==> config.mk <==
export PLATFORM = sky130hd
export DESIGN_NAME = can_arb_unit
export DESIGN_NICKNAME = d
export VERILOG_FILES = /design/src/rtl/can_arb_pkg.sv /design/src/rtl/can_arb_idle_det.sv /design/src/rtl/can_arb_cmp.sv /design/src/rtl/can_arb_fsm.sv /design/src/rtl/can_arb_unit.sv
export SDC_FILE = /design/constraint.sdc
export NUM_CORES = 1
export LEC_CHECK = 0
export BUFFER_PORTS_ARGS = -buffer_cell sky130_fd_sc_hd__buf_2
export CAP_MARGIN = 30
export CORE_UTILIZATION = 50
export DETAILED_ROUTE_END_ITERATION = 16
export GPL_TIMING_DRIVEN = 0
export PLACE_DENSITY = 0.72
export SLEW_MARGIN = 10
export SYNTH_ARGS = -nofsm -noshare
export SYNTH_HDL_FRONTEND = slang
export SYNTH_SLANG_ARGS = --single-unit
==> constraint.sdc <==
create_clock -name clk -period 1.73 [get_ports clk]
set_input_delay 0.173 -clock clk [delete_from_list [all_inputs] [get_ports clk]]
set_output_delay 0.173 -clock clk [all_outputs]
set_load 0.005 [all_outputs]
==> src/rtl/can_arb_pkg.sv <==
// Shared types for the bus arbitration unit.
package can_arb_pkg;

    // Node role on the bus.
    typedef enum logic [1:0] {
        ST_LISTEN = 2'd0,   // waiting for a free bus, not driving
        ST_IDLE   = 2'd1,   // bus free, may start a frame
        ST_TX     = 2'd2    // own frame in progress
    } arb_state_t;

endpackage

==> src/rtl/can_arb_idle_det.sv <==
// Recessive-run detector.
// Counts consecutive recessive samples (saturating at IDLE_BITS). Reports
// combinationally, on the strobe that completes the run, that the bus has
// become free. Assumes sample_stb is a single-cycle strobe.
module can_arb_idle_det #(
    parameter int IDLE_BITS = 11
) (
    input  logic clk,
    input  logic rst_n,
    input  logic sample_stb,
    input  logic bus_bit,
    output logic run_fill
);
    localparam int CW = $clog2(IDLE_BITS + 1);
    localparam logic [CW-1:0] FULL = CW'(IDLE_BITS);
    localparam logic [CW-1:0] LAST = CW'(IDLE_BITS - 1);

    logic [CW-1:0] run_cnt;

    // Run counter: dominant restarts, recessive counts up to saturation.
    always_ff @(posedge clk) begin
        if (!rst_n) begin
            run_cnt <= '0;
        end else if (sample_stb) begin
            if (!bus_bit)
                run_cnt <= '0;
            else if (run_cnt != FULL)
                run_cnt <= run_cnt + 1'b1;
        end
    end

    // Run complete on this strobe.
    always_comb begin
        run_fill = sample_stb && bus_bit && (run_cnt >= LAST);
    end

    p_run_bounded_r2: assert property (@(posedge clk) disable iff (!rst_n)
        run_cnt <= FULL);

    p_dom_restarts_r2: assert property (@(posedge clk) disable iff (!rst_n)
        (sample_stb && !bus_bit) |=> (run_cnt == '0));

endmodule

==> src/rtl/can_arb_cmp.sv <==
// Bit comparator.
// Compares the level the node drives with the sampled bus level on a strobe.
// A recessive drive read as dominant inside the arbitration window is a loss.
// A dominant drive read as recessive at any time while driving is a bit error.
module can_arb_cmp (
    input  logic sample_stb,
    input  logic in_drive,
    input  logic in_arb,
    input  logic own_bit,
    input  logic bus_bit,
    output logic lose_now,
    output logic err_now
);
    // Mismatch classification for the current strobe.
    always_comb begin
        lose_now = sample_stb && in_arb && own_bit && !bus_bit;
        err_now  = sample_stb && in_drive && !own_bit && bus_bit;
    end
endmodule

==> src/rtl/can_arb_fsm.sv <==
// Arbitration sequencer.
// Holds the node role, counts arbitration bits after the start of frame and
// registers the loss and bit-error pulses. Moves only on sample strobes.
module can_arb_fsm
    import can_arb_pkg::*;
#(
    parameter int ARB_BITS = 12
) (
    input  logic       clk,
    input  logic       rst_n,
    input  logic       sample_stb,
    input  logic       bus_bit,
    input  logic       tx_req,
    input  logic       run_fill,
    input  logic       lose_now,
    input  logic       err_now,
    output arb_state_t state,
    output logic       in_arb,
    output logic       arb_lost,
    output logic       bit_err
);
    localparam int AW = $clog2(ARB_BITS + 1);
    localparam logic [AW-1:0] ARB_END = AW'(ARB_BITS);

    logic [AW-1:0] arb_idx;

    // Role transitions and arbitration bit position.
    always_ff @(posedge clk) begin
        if (!rst_n) begin
            state   <= ST_LISTEN;
            arb_idx <= '0;
        end else if (sample_stb) begin
            case (state)
                ST_LISTEN: begin
                    if (run_fill) state <= ST_IDLE;
                end
                ST_IDLE: begin
                    if (tx_req) begin
                        state   <= ST_TX;
                        arb_idx <= '0;
                    end else if (!bus_bit) begin
                        state <= ST_LISTEN;
                    end
                end
                ST_TX: begin
                    if (lose_now)
                        state <= ST_LISTEN;
                    else if (run_fill)
                        state <= ST_IDLE;
                    if (arb_idx != ARB_END)
                        arb_idx <= arb_idx + 1'b1;
                end
                default: state <= ST_LISTEN;
            endcase
        end
    end

    // One-clock event pulses.
    always_ff @(posedge clk) begin
        if (!rst_n) begin
            arb_lost <= 1'b0;
            bit_err  <= 1'b0;
        end else begin
            arb_lost <= lose_now;
            bit_err  <= err_now;
        end
    end

    // Arbitration window: the bits right after the start of frame.
    always_comb begin
        in_arb = (state == ST_TX) && (arb_idx < ARB_END);
    end

    p_lost_pulse_r5: assert property (@(posedge clk) disable iff (!rst_n)
        arb_lost |=> !arb_lost);

    p_lost_listens_r6: assert property (@(posedge clk) disable iff (!rst_n)
        arb_lost |-> (state == ST_LISTEN));

    p_tx_from_idle_r4: assert property (@(posedge clk) disable iff (!rst_n)
        (state == ST_TX && $past(state) != ST_TX) |-> ($past(state) == ST_IDLE));

    p_no_strobe_hold_r11: assert property (@(posedge clk) disable iff (!rst_n)
        !$past(sample_stb) |-> $stable(state));

endmodule

==> src/rtl/can_arb_unit.sv <==
// Bitwise bus arbitration unit (top).
// Lets one node contend for a wired-AND serial bus (0 dominant). Assumes an
// external bit timer supplies single-cycle sample strobes with the sampled
// bus level, and that the serializer stuffs bits so a frame never holds 11
// recessive bits in a row before its end.
module can_arb_unit
    import can_arb_pkg::*;
#(
    parameter int IDLE_BITS = 11,
    parameter int ARB_BITS  = 12
) (
    input  logic clk,
    input  logic rst_n,
    input  logic sample_stb,
    input  logic bus_bit,
    input  logic tx_req,
    input  logic tx_bit,
    output logic drive_bit,
    output logic tx_enable,
    output logic bus_idle,
    output logic arb_lost,
    output logic bit_err
);
    arb_state_t state;
    logic       run_fill;
    logic       in_arb;
    logic       lose_now;
    logic       err_now;
    logic       sof_phase;

    can_arb_idle_det #(.IDLE_BITS(IDLE_BITS)) u_idle (
        .clk        (clk),
        .rst_n      (rst_n),
        .sample_stb (sample_stb),
        .bus_bit    (bus_bit),
        .run_fill   (run_fill)
    );

    can_arb_cmp u_cmp (
        .sample_stb (sample_stb),
        .in_drive   (tx_enable),
        .in_arb     (in_arb),
        .own_bit    (drive_bit),
        .bus_bit    (bus_bit),
        .lose_now   (lose_now),
        .err_now    (err_now)
    );

    can_arb_fsm #(.ARB_BITS(ARB_BITS)) u_fsm (
        .clk        (clk),
        .rst_n      (rst_n),
        .sample_stb (sample_stb),
        .bus_bit    (bus_bit),
        .tx_req     (tx_req),
        .run_fill   (run_fill),
        .lose_now   (lose_now),
        .err_now    (err_now),
        .state      (state),
        .in_arb     (in_arb),
        .arb_lost   (arb_lost),
        .bit_err    (bit_err)
    );

    // Drive gating: dominant start bit when idle and requested, frame bits
    // while transmitting, recessive otherwise.
    always_comb begin
        sof_phase = (state == ST_IDLE) && tx_req;
        tx_enable = sof_phase || (state == ST_TX);
        bus_idle  = (state == ST_IDLE);
        if (state == ST_TX)
            drive_bit = tx_bit;
        else if (sof_phase)
            drive_bit = 1'b0;
        else
            drive_bit = 1'b1;
    end

    p_quiet_recessive_r6: assert property (@(posedge clk) disable iff (!rst_n)
        !tx_enable |-> drive_bit);

    p_start_needs_idle_r4: assert property (@(posedge clk) disable iff (!rst_n)
        $rose(tx_enable) |-> bus_idle);

    p_lost_cause_r5: assert property (@(posedge clk) disable iff (!rst_n)
        arb_lost |-> ($past(sample_stb) && $past(tx_bit) && !$past(bus_bit)));

    p_err_cause_r7: assert property (@(posedge clk) disable iff (!rst_n)
        bit_err |-> ($past(bus_bit) && !$past(drive_bit) && !arb_lost));

    p_idle_after_recessive_r2: assert property (@(posedge clk) disable iff (!rst_n)
        $rose(bus_idle) |-> ($past(sample_stb) && $past(bus_bit)));

endmodule

==> summary.txt <==
Synthesis
  • Compound-cell area share of the yosys netlist: 15.0%
  • Mapped Area: 668 sq um
  • Most frequent cells after synthesis: dfxtp_1 (12), nor2_1 (8), nand2_1 (7)
  • Number of enable-type register cells in the synthesized netlist: 0
  • Synth Area in XOR/XNOR: 2.62%
  • Dominant cell type by area after synthesis: dfxtp_1
  • Post-synthesis share of cell area spent on and, or, nand and nor gates: 32.6%
  • Sequential element share of the synthesized area: 36.0%
  • Synth Instances: 80
  • Top FF cell, synth: dfxtp_1
  • Number of library cell types mapped by synthesis: 28
  • Avg Cell Area, Syn: 8.35 sq um
  • Number of flip-flops and latches in the synthesized netlist: 12
  • Count of yosys warnings during synthesis: 0
  • FFs w/ async S/R, synth: 0%
  • Top-area cell type share of the netlist area: 36.0%
  • Most numerous cell in the Yosys netlist: dfxtp_1
  • Dominant combinational cell family by area after synthesis: simple AND/OR/NAND/NOR gates
  • Synth top area cells: dfxtp_1 (36%), ha_1 (7.5%), nand3_1 (4.5%), nor2_1 (4.5%), nand2_1 (3.9%)
  • Proportion of synthesized area in mux cells: 3.00%
  • Arithmetic-cell share of the synthesized area counting full adders, half adders and majority gates: 7.49%
  • Post-synthesis net count: 90

Floorplan
  • Die area: 1490 sq um
  • Core Region: 1170 sq um
  • Die Height: 38.6 um
  • Starting Density: 57.1%
  • Die outline width: 38.6 um
  • Number of rows created at floorplan: 12
  • IO Count: 11

Timing
  • Highest Clock Rate: 0.679 GHz
  • Worst-case clock skew: 0.00272 ns
  • Final period demand of the worst path: 1.47 ns
  • Worst hold margin: 0.171 ns
  • Setup-failing EPs final: 0
  • Sum Neg Setup Slack: 0 ns
  • Setup WS post-layout: 0.257 ns
  • Slew HR: 73.1%
  • Unrepaired setup endpoints after global routing: false
  • Endpoints failing hold: 0
  • Ratio of final minimum period to clock period: 85.2%
  • Max-slew violation count: 0
  • Slew at the pin closest to its max-slew limit: 0.399 ns

Final layout
  • Filler-free cell count of the finished design: 108
  • Antenna diode count: 0
  • Fraction of final layout cells sized beyond drive strength 1: 19.1%
  • Layout Utilization: 65.9%
  • Final nets: 105
  • Final Cell Area: 772 sq um
  • Area growth from synthesis to layout: 15.5%

Clocking
  • Number of H-tree levels: 1
  • CTS sink cnt: 12
  • Number of buffers on the longest clock path: 2
  • Buffer cell driving the clock tree root: clkbuf_4
  • Clock transition at the registers of the reported paths: 0.08 ns
  • Setup fix buffers added after clock tree synthesis: 0
  • Number of buffers created by CTS: 3
  • Clock latency on the worst-skew pair: 0.26 ns
  • Count of hold buffers inserted by post-cts repair: 0
  • Cts repair resizes: 0
  • CTS tree: built

Critical path
  • Startpoint class of the critical path: register
  • Crit path arrival time: 1.66 ns
  • Crit end category: register
  • Critical path class: reg2reg
  • Data required time of the critical path: 1.92 ns
  • Peak fanout along the critical path: 5

Global routing
  • Wire length of the first global-routing pass: 2030 um
  • Number of antenna violations at the first check in global routing: 0
  • Overall Global Routing Usage: 19.7%
  • Number of global-route vias before repair: 496
  • Maximum number of pins on one net before global-route repair: 11
  • Total overflow reported by the global router: 0

Power and ir drop
  • Total power of the final layout: 0.535 mW
  • Cell Pwr Density: 693 nW/um^2
  • Peak supply drop: 0.000463 V
  • Leakage: 0.324 nW

Status
  • Outcome: finished clean

Routing
  • Total number of vias: 571
  • Antenna Violating Nets Remaining: 0
  • Detailed-route wire length per cell: 11.3 um
  • Final routed DRC violation total: 0
  • Total Wirelength: 1230 um
  • DRC violation total after the first TritonRoute iteration: 5
  • Initial DRT Pass Iterations: 2
  • Ratio of routed vias to standard cells: 5.29

Run
  • Max-cap violation count: 0

Placed design
  • Placed Instance Area: 736 sq um
  • Input/output buffers: 10
  • Placed wire-length estimate after detailed placement: 974 um
  • Gp weighted congestion: 0.783
  • Post-placement worst setup slack: 0.271 ns
  • Count of placed standard cells including taps: 104

Hold path
  • Path category of the worst min-delay check: in2reg
[state kept, by name (all words and copies together) (netlist names)]
register        count
u_idle.run_cnt      4
u_fsm.arb_lost      1
u_fsm.bit_err       1
u_fsm.arb_idx       4
u_fsm.state         2
[where the power goes]
part,internal (mW),switching (mW)
clock,0.128,0.0913
combinational,0.0130,0.0222
sequential,0.278,0.00273
total,0.419,0.116
[cell usage in the layout (no fill, tap or decap), types with 4 or more instances in the layout]
master,instances
nand3_1,6
nor2_1,8
ha_1,4
inv_1,5
nand2_1,7
dfxtp_1,12
buf_2,10
o21ai_0,4
nand4_1,4
[critical path: stages (launching register included)]
cell and delay, ns:
dfxtp_1 0.41, inv_1 0.06, ha_1 0.19, nor3_1 0.15, nor3b_1 0.10, o311a_1 0.30, a211oi_2 0.19
[cell type report]
type                    instances  area (sq um)
multi-input cells              62           405
fillers                       109           399
flip-flops and latches         12           240
repair buffers                 10          50.0
clock buffers                   4          36.3
inverters                       5          18.8
well taps                      14          17.5
plain buffers                   1          3.75
[worst paths after layout]
check / from / end / slack, ns / cells past startpoint
hold reg to reg: u_fsm.arb_idx[0] / u_fsm.arb_idx[0] / 0.51 / 2
setup reg to reg: u_idle.run_cnt[0] / u_fsm.state[1] / 0.26 / 6
hold / removal: rst_n / u_idle.run_cnt[3] / 0.17 / 2
setup / recovery: u_idle.run_cnt[0] / u_fsm.state[1] / 0.26 / 6
[routing by layer]
layer  wire length [um]  GRT usage, %
met3                 35          3.49
met2                516          30.0
met1                663          26.1
met4                 10          10.3
met5                  0             0
[cell families after synthesis]
group	Yosys count
compound gates	14
xor+xnor	2
fa+ha+maj	4
buf+inv	6
flops	12
mux	2
simple gates	40
Note: power is estimated with default switching activity, not from simulation.
